### src/rtl/reload_timer_pkg.sv
package reload_timer_pkg;

  localparam int BIT_START = 0;
  localparam int BIT_EN    = 1;
  localparam int BIT_FLAG  = 2;
  localparam int BIT_IEN   = 3;
  localparam int BIT_AUTO  = 4;
  localparam int BIT_LVL   = 5;
  localparam int BIT_PIN   = 6;

  typedef enum logic [1:0] {
    ADR_CTRL   = 2'd0,
    ADR_RELOAD = 2'd1,
    ADR_COUNT  = 2'd2,
    ADR_NONE   = 2'd3
  } tmr_addr_e;

  typedef struct packed {
    logic pin_sel;
    logic lvl;
    logic auto_rl;
    logic ien;
    logic flag;
    logic en;
  } tmr_ctrl_t;

endpackage

### src/rtl/reload_timer_regs.sv
module reload_timer_regs
  import reload_timer_pkg::*;
#(
  parameter int DATA_W = 16
) (
  input  logic              clk,
  input  logic              rst,
  input  logic              wr_en,
  input  logic [1:0]        addr,
  input  logic [DATA_W/8-1:0] be,
  input  logic [DATA_W-1:0] wdata,
  input  logic              flag_set,
  input  logic [DATA_W-1:0] cnt,
  output tmr_ctrl_t         ctrl_q,
  output tmr_ctrl_t         ctrl_nxt,
  output logic              start,
  output logic [DATA_W-1:0] reload_q,
  output logic [DATA_W-1:0] rdata
);

  localparam int NB = DATA_W / 8;

  logic ctrl_wr;
  logic rld_wr;

  assign ctrl_wr = wr_en && (addr == ADR_CTRL) && be[0];
  assign rld_wr  = wr_en && (addr == ADR_RELOAD);

  // Next control value, before the hardware flag set is merged in.
  always_comb begin
    ctrl_nxt = ctrl_q;
    start    = 1'b0;
    if (ctrl_wr) begin
      ctrl_nxt.en      = wdata[BIT_EN];
      ctrl_nxt.ien     = wdata[BIT_IEN];
      ctrl_nxt.auto_rl = wdata[BIT_AUTO];
      ctrl_nxt.lvl     = wdata[BIT_LVL];
      ctrl_nxt.pin_sel = wdata[BIT_PIN];
      if (!wdata[BIT_FLAG]) begin
        ctrl_nxt.flag = 1'b0;
      end
      start = wdata[BIT_START] & wdata[BIT_EN];
    end
  end

  always_ff @(posedge clk) begin
    if (rst) begin
      ctrl_q <= '0;
    end else begin
      ctrl_q      <= ctrl_nxt;
      ctrl_q.flag <= ctrl_nxt.flag | flag_set;
    end
  end

  for (genvar b = 0; b < NB; b++) begin : g_lane
    always_ff @(posedge clk) begin
      if (rst) begin
        reload_q[b*8 +: 8] <= '0;
      end else if (rld_wr && be[b]) begin
        reload_q[b*8 +: 8] <= wdata[b*8 +: 8];
      end
    end
  end

  always_ff @(posedge clk) begin
    if (rst) begin
      rdata <= '0;
    end else begin
      unique case (tmr_addr_e'(addr))
        ADR_CTRL:   rdata <= {{(DATA_W-7){1'b0}}, ctrl_q.pin_sel, ctrl_q.lvl,
                              ctrl_q.auto_rl, ctrl_q.ien, ctrl_q.flag,
                              ctrl_q.en, 1'b0};
        ADR_RELOAD: rdata <= reload_q;
        ADR_COUNT:  rdata <= cnt;
        default:    rdata <= '0;
      endcase
    end
  end

endmodule

### src/rtl/reload_timer_core.sv
module reload_timer_core #(
  parameter int CNT_W = 16
) (
  input  logic             clk,
  input  logic             rst,
  input  logic             tick,
  input  logic             start,
  input  logic             en,
  input  logic             auto_rl,
  input  logic             lvl,
  input  logic [CNT_W-1:0] reload,
  output logic [CNT_W-1:0] cnt_q,
  output logic             run_q,
  output logic             tgl_q,
  output logic             flag_set
);

  logic at_zero;

  assign at_zero  = (cnt_q == '0);
  assign flag_set = en && !start && run_q && tick && at_zero;

  always_ff @(posedge clk) begin
    if (rst) begin
      cnt_q <= '0;
      run_q <= 1'b0;
      tgl_q <= 1'b0;
    end else if (!en) begin
      run_q <= 1'b0;
    end else if (start) begin
      cnt_q <= reload;
      run_q <= 1'b1;
      tgl_q <= lvl;
    end else if (run_q && tick) begin
      if (at_zero) begin
        if (auto_rl) begin
          cnt_q <= reload;
          tgl_q <= ~tgl_q;
        end else begin
          run_q <= 1'b0;
        end
      end else begin
        cnt_q <= cnt_q - 1'b1;
      end
    end
  end

endmodule

### src/rtl/reload_timer_out.sv
module reload_timer_out (
  input  logic auto_rl,
  input  logic lvl,
  input  logic pin_sel,
  input  logic flag,
  input  logic ien,
  input  logic run,
  input  logic tgl,
  input  logic gpio_in,
  output logic irq,
  output logic tmr_out,
  output logic pin_out
);

  always_comb begin
    tmr_out = auto_rl ? tgl : (run ^ lvl);
    pin_out = pin_sel ? tmr_out : gpio_in;
    irq     = flag & ien;
  end

endmodule

### src/rtl/reload_timer.sv
module reload_timer
  import reload_timer_pkg::*;
#(
  parameter int DATA_W = 16
) (
  input  logic                clk,
  input  logic                rst,
  input  logic                tick,
  input  logic                wr_en,
  input  logic [1:0]          addr,
  input  logic [DATA_W/8-1:0] be,
  input  logic [DATA_W-1:0]   wdata,
  output logic [DATA_W-1:0]   rdata,
  input  logic                gpio_in,
  output logic                irq,
  output logic                tmr_out,
  output logic                pin_out
);

  tmr_ctrl_t         ctrl_q;
  tmr_ctrl_t         ctrl_nxt;
  logic              start;
  logic              flag_set;
  logic [DATA_W-1:0] reload_q;
  logic [DATA_W-1:0] cnt_q;
  logic              run_q;
  logic              tgl_q;

  reload_timer_regs #(.DATA_W(DATA_W)) i_regs (
    .clk(clk), .rst(rst), .wr_en(wr_en), .addr(addr), .be(be),
    .wdata(wdata), .flag_set(flag_set), .cnt(cnt_q), .ctrl_q(ctrl_q),
    .ctrl_nxt(ctrl_nxt), .start(start), .reload_q(reload_q), .rdata(rdata)
  );

  reload_timer_core #(.CNT_W(DATA_W)) i_core (
    .clk(clk), .rst(rst), .tick(tick), .start(start), .en(ctrl_nxt.en),
    .auto_rl(ctrl_nxt.auto_rl), .lvl(ctrl_nxt.lvl), .reload(reload_q),
    .cnt_q(cnt_q), .run_q(run_q), .tgl_q(tgl_q), .flag_set(flag_set)
  );

  reload_timer_out i_out (
    .auto_rl(ctrl_q.auto_rl), .lvl(ctrl_q.lvl), .pin_sel(ctrl_q.pin_sel),
    .flag(ctrl_q.flag), .ien(ctrl_q.ien), .run(run_q), .tgl(tgl_q),
    .gpio_in(gpio_in), .irq(irq), .tmr_out(tmr_out), .pin_out(pin_out)
  );

endmodule

### config.mk
export PLATFORM = sky130hd
export DESIGN_NAME = reload_timer
export DESIGN_NICKNAME = d
export VERILOG_FILES = /design/src/rtl/reload_timer_pkg.sv /design/src/rtl/reload_timer_regs.sv /design/src/rtl/reload_timer_core.sv /design/src/rtl/reload_timer_out.sv /design/src/rtl/reload_timer.sv
export SDC_FILE = /design/constraint.sdc
export NUM_CORES = 1
export LEC_CHECK = 0
export ABC_AREA = 0
export BUFFER_PORTS_ARGS = -buffer_cell sky130_fd_sc_hd__buf_2
export CAP_MARGIN = 25
export CORE_ASPECT_RATIO = 2
export CORE_MARGIN = 5
export CORE_UTILIZATION = 55
export DETAILED_ROUTE_END_ITERATION = 8
export PLACE_DENSITY_LB_ADDON = 0.2
export SLEW_MARGIN = 25
export SYNTH_ARGS = -nofsm -noshare
export SYNTH_HDL_FRONTEND = slang
export SYNTH_SLANG_ARGS = --single-unit
### constraint.sdc
create_clock -name clk -period 3.9 [get_ports clk]
set_clock_uncertainty 0.2 [all_clocks]
set_input_delay 0.975 -clock clk [delete_from_list [all_inputs] [get_ports clk]]
set_output_delay 0.975 -clock clk [all_outputs]
set_load 0.02 [all_outputs]
==> results.md, run 1 <==
- Worst-path clk slew: approximately 0.1 ns
- Die X: ~60 um
- Reg2Reg Depth: 8
- Maxcap violations: 0
- Critical path arrival: 2.98 ns
- CTS Sinks: 56
- CTS root buf: clkbuf_8
- Fill count: 447
- Vias in the first global route: 2,554
- DR iter-0 viols: 119
- Final instance area: 3070 um2
- Slew HR: 42.1%
- Starting Density: 56.9%
- Routed WL: ~7700 um
- Simple-gate share of the synthesized area: 24.4%
- CTS Buffer Depth: 2
- Avg WL per Cell: 18.1 um
- Gpl congestion: between 0.9 and 1
- Flop pwr share: a little under 60%
- Largest net degree at the start of global routing: 33
- HP Start: i_regs.ctrl_q[2]
- Inserted Diodes: 0
- Port Buf Inserts: 43
- DR vias/cell: 6.33
- Max Freq: 335 MHz
- Internal power: 0.000744 W
- Via count: approximately 2,700
- Dpl cell area: 2970 um2
- Resize count post-CTS: 0
- Core Rows: 36
- Inserted Clock Buffers: 5
- Share of layout cells above drive strength 1: 18.4%
- Pwr Density: 322 nW/um2
- Hold Path End: i_regs.ctrl_q[2]
- Worst-Margin Slew: 0.866 ns
- Outcome: finished, final reports clean
- Final hold viol count: 0
- Post-Syn Nets: 366
- Cts-stage hold buffer count: 0
- Synthesized area per cell: 8.16 um2
- Post-synthesis mux area share: 5.88%
- Antenna Violating Nets Remaining: 0
- TritonCTS clock tree: done
- Clock Power Share: 34.4%
- Clock latency on the worst-skew pair: about 0.32 ns
- H-tree level count: 2
- Commonest non-fill, non-tap cell in the layout: dfxtp_1
- Most used DFF post-synth: dfxtp_1
- GR Util All Layers: 24.6%
- Fraction of registers with async set/reset: 0%
- WS Path Type: flip-flop to flip-flop
- First-pass GRT wire length: ~12,000 um
- Count of warnings emitted by yosys: 0
- Sw power: roughly 0.00024 W
- Global route overflow: 0
- Combinational Power Share: under 10%
- DIE AREA: 6630 um2
- Setup_tns: 0 ns
- Critical Path Sink Type: flip-flop
- Largest family of logic cells by synthesized area: simple AND/OR/NAND/NOR gates
- Max FO, Critical Path: 10
- Number of synthesized flops with an enable pin: 0
- Pre-antenna DRT Iters: 5
- Nets@finish: roughly 400
- Final setup fails: 0
- Area growth, synth to finish: 10.9%
- Switch share: 24.7%
- Tmin final: 2.98 ns
- Compound-cell area share of the yosys netlist: 22.4%
- DP HPWL: 5640 um
- Pins Over Slew Limit: 0
- Seq cells post-synth: 56
- Postcts setup bufs: 0
- Most frequent cells in the layout: dfxtp_1, nand2_1, buf_2
- Register area: 1120 um2
- Initial antenna violation count: 0
- RSZ-0062 raised after global routing: false
- RR Endpoint: i_core.cnt_q[7]
- Die height: 110 um
- Final period util: 76.4%
- I/O pin count: 44
- Residual DRC count: 0
- Yosys cell types: 48
- Worst vdd ir: 338 uV
- Synthesized instance count: 339
- Setup slack, reg-to-reg: 0.92 ns
- Cell area after synthesis: 2770 um2
- CP startpoint kind: flip-flop
- Footprint of the multi-input gates: between 1000 and 1500 um2
- Register area share after synthesis: 40.5%
- R2r startpoint: i_core.cnt_q[0]
- Leak: 1.18 nW
- Post-Synth XOR/XNOR Area: 0.317%
- Worst Hold Class: flip-flop to flip-flop
- Adder-Cell Fraction of Synth Area: less than 1%
- Worst path required time: 3.90 ns
- CORE AREA: roughly 4900 um2
- Hold Path Cell Cnt: 2
state kept, by name, summed over array words and instances, names as in the netlist:
name and flops:
i_regs.reload_q 16, i_core.tgl_q 1, i_core.cnt_q 16, i_regs.rdata 16, i_regs.ctrl_q 6, i_core.run_q 1
worst max-delay path, cell delays in order, from the launching register on:
cell and delay (ns):
dfxtp_1 0.39, inv_1 0.15, ha_1 0.20, or4b_2 0.63, nor4_4 0.47, buf_4 0.28, a211oi_1 0.07, o311ai_0 0.34
o31ai_1 0.13
cells in the mapped netlist, types with 3 or more instances:
cell	instances	area, um2
clkbuf_1	19	71.3
nor3_1	10	50.1
a211oi_1	9	67.6
a22oi_1	10	75.1
dfxtp_1	56	1120
nor4_1	9	56.3
mux2i_1	14	140
o21ai_0	4	20.0
o31ai_1	5	37.5
o311ai_0	5	43.8
or4_1	4	30.0
nand3_1	9	45.0
or3_1	3	18.8
and3_1	4	25.0
a21oi_1	38	190
nor2_1	34	128
buf_2	5	25.0
inv_1	5	18.8
nand2_1	52	195
o32ai_1	9	78.8
cell families (layout without fill, tap and decap cells):
family / count (synthesis) / in the layout
compound gates: 91 / 91
xor+xnor: 1 / 1
fa+ha+maj: 2 / 2
buf+inv: 33 / 63
flops: 56 / 56
mux: 16 / 16
simple gates: 140 / 140
area by class of cell:
type	count	share of cell area, %
clock buffers	6	2.69
clock inverters	2	0.489
inverters	5	0.611
multi-input cells	250	48.6
flip-flops and latches	56	36.5
well taps	57	2.32
repair buffers	50	8.72
metrics by stage:
stage                     hold slack [ns]  utilization [%]  instances  setup slack, ns  power [W]
final                               0.276             63.1        426            0.919   0.000988
after global routing                0.310             63.1        426            0.718    0.00102
after CTS                           0.276             63.1        426            0.901   0.000997
after detailed placement            0.262             61.1        418            0.667   0.000661
after global placement              0.258             61.1        418            0.776   0.000660
after floorplan                     0.244                -        339            0.751   0.000631
power groups by stage:
stage | registers [W] | logic, W | clock network (W)
2_1_floorplan | 0.000594 | 0.0000374 | 0
3_3_place_gp | 0.000595 | 0.0000647 | 0
3_5_place_dp | 0.000595 | 0.0000656 | 0
4_1_cts | 0.000582 | 0.0000659 | 0.000349
5_1_grt | 0.000583 | 0.0000722 | 0.000369
6_report | 0.000582 | 0.0000663 | 0.000340
per-layer routing:
metal  GRT usage (%)  vias to the layer above  part of all wire, %
met4            14.3                        0                  4.2
met3            3.38                       22                  5.4
met1            26.3                     1274                   35
met5               0                        -                    0
met2            44.0                      108                   55
li1                -                     1294                    -
worst max-delay path by stage:
stage	depth (start not counted)	start	endpoint	slack (ns)
final	8	i_core.cnt_q[0]	i_core.cnt_q[7]	0.92
after global routing	7	i_core.cnt_q[0]	i_core.cnt_q[11]	0.72
after CTS	8	i_core.cnt_q[0]	i_core.cnt_q[7]	0.90
after detailed placement	6	addr[1]	i_core.cnt_q[13]	0.67
after global placement	6	addr[1]	i_core.cnt_q[5]	0.78
after floorplan	8	addr[1]	i_core.cnt_q[10]	0.75
Note: power is estimated with default switching activity, not from simulation.
==> run 2, diff against run 1 <==
==> constraint.sdc (replaced) <==
create_clock -name clk -period 2.8 [get_ports clk]
set_clock_uncertainty 0.2 [all_clocks]
set_input_delay 0.7 -clock clk [delete_from_list [all_inputs] [get_ports clk]]
set_output_delay 0.7 -clock clk [all_outputs]
set_load 0.02 [all_outputs]
==> results.md, run 2 (synthesized netlist as in run 1, its figures left out) <==
- Outcome: finished, final reports clean
- Slowest stage delay, CP: 0.64 ns
- Antenna Violating Nets Remaining: 0
- Nets@finish: between 400 and 500
- Final period util: 96.5%
- Critical path arrival: 2.74 ns
- Commonest non-fill, non-tap cell in the layout: dfxtp_1
- CTS root buf: clkbuf_8
- WHS: 0.270 ns
- Routed WL: 8330 um
- Vias in the first global route: 2,786
- Max FO, Critical Path: 7
- Slew HR: 62.4%
- Inserted Clock Buffers: 5
- RSZ-0062 raised after global routing: false
- HP Start: i_regs.ctrl_q[2]
- Area growth, synth to finish: 16.7%
- Setup_tns: 0 ns
- Maxcap violations: 0
- Pre-antenna DRT Iters: 4
- H-tree level count: 2
- Inserted Diodes: 0
- Largest net degree at the start of global routing: 37
- Die height: 110 um
- TritonCTS clock tree: done
- Core Rows: 36
- R2r startpoint: i_core.cnt_q[0]
- Slowest cell on the critical path: or4b_2
- GR Util All Layers: a little over a quarter
- Gpl congestion: about 0.94
- Worst-path clk slew: roughly 0.10 ns
- DIE AREA: between 6000 and 7000 um2
- Global route overflow: 0
- Regs by FF count: i_core.cnt_q: 16 flops, i_regs.rdata: 16 flops, i_regs.reload_q: 16 flops
- Pins Over Slew Limit: 0
- Final setup fails: 0
- First-pass GRT wire length: between 10,000 and 15,000 um
- Crit-path cells: inv_2, ha_1, or4b_2, nor4_4, buf_4, o211a_2, a211oi_1, o32ai_1
- WS Path Type: flip-flop to flip-flop
- Pwr Density: 430 nW/um2
- Residual DRC count: 0
- CTS Sinks: between 50 and 60
- Avg WL per Cell: about 19 um
- I/O pin count: 44
- Final hold viol count: 0
- Worst Setup SP: i_core.cnt_q[0]
- DR iter-0 viols: about 140
- Share of layout cells above drive strength 1: 23.1%
- Max Freq: 370 MHz
- Worst path required time: 2.84 ns
- CTS Buffer Depth: 2
- Die X: 60.2 um
- Clock latency on the worst-skew pair: 0.32 ns
- CP startpoint kind: flip-flop
- DR vias/cell: approximately 6.3
- CORE AREA: 4860 um2
- Via count: 2,794
- Initial antenna violation count: 0
- Starting Density: approximately 57%
- Worst vdd ir: 387 uV
- Most frequent cells in the layout: dfxtp_1, nand2_1, buf_2
- Leak: ~1.3 nW
- Worst Hold Class: flip-flop to flip-flop
- Tmin final: between 2 and 3 ns
- DP HPWL: 6050 um
- Cts-stage hold buffer count: 0
- Fill count: 439
- Critical Path Sink Type: flip-flop
- Worst-Margin Slew: 0.559 ns
- Port Buf Inserts: 43
==> run 2: worst max-delay path, delay by kind of cell, from the launching register on <==
kind | cells | cell delay, ns
flops | 1 | 0.36
compound gates | 3 | 0.55
simple gates | 2 | 1.03
buf+inv | 2 | 0.30
fa+ha+maj | 1 | 0.17
==> run 2: area by class of cell <==
cell class / instances / area (um2) / share of cell area, %
clock inverters: 2 / 15.0 / 0.465
repair buffers: 69 / 414 / 12.8
clock buffers: 6 / 82.6 / 2.56
multi-input cells: 251 / 1510 / 46.6
flip-flops and latches: 56 / 1120 / 34.8
inverters: 5 / 18.8 / 0.581
well taps: 57 / 71.3 / 2.21
==> run 2: power breakdown <==
part | switching [W] | total, W | internal, W
logic | 0.0000631 | 0.0000986 | 0.0000355
clock network | 0.000278 | 0.000479 | 0.000201
registers | 0.00000675 | 0.000810 | 0.000804
==> run 2: routing by layer <==
| layer | vias up | wire (um) | track usage [%] | share of wire, % |
|---|---|---|---|---|
| met3 | 35 | 436 | 4.43 | 5.2 |
| li1 | 1341 | - | - | - |
| met1 | 1304 | 2920 | 26.0 | 35 |
| met4 | 0 | 518 | 19.3 | 6.2 |
| met2 | 114 | 4450 | 46.1 | 53 |
| met5 | - | 0 | 0 | 0 |
==> run 2: metrics by stage <==
| stage | util [%] | std cells | total power [W] | area (um2) | setup WS, ns |
|---|---|---|---|---|---|
| floorplan | - | 339 | 0.000880 | 2770 | 0.0601 |
| global placement | 63.7 | 435 | 0.000924 | 3100 | 0.242 |
| detailed placement | 63.7 | 435 | 0.000925 | 3100 | 0.0652 |
| CTS | 65.7 | 443 | 0.00139 | 3200 | 0.0626 |
| global route | 66.4 | 446 | 0.00143 | 3230 | 0.0112 |
| finish | 66.4 | 446 | 0.00139 | 3230 | 0.0993 |
==> run 2: what timing repair did <==
action,CTS,global route
setup buffers,0,2
gates resized for setup,0,6
setup endpoints to repair,0,4
==> run 2: final timing paths <==
path | end | slack, ns | cells past startpoint
hold / removal | i_regs.ctrl_q[2] | 0.27 | 2
setup reg to reg | i_core.cnt_q[3] | 0.1 | 8
hold reg to reg | i_regs.ctrl_q[2] | 0.27 | 2
setup / recovery | i_core.cnt_q[3] | 0.1 | 8
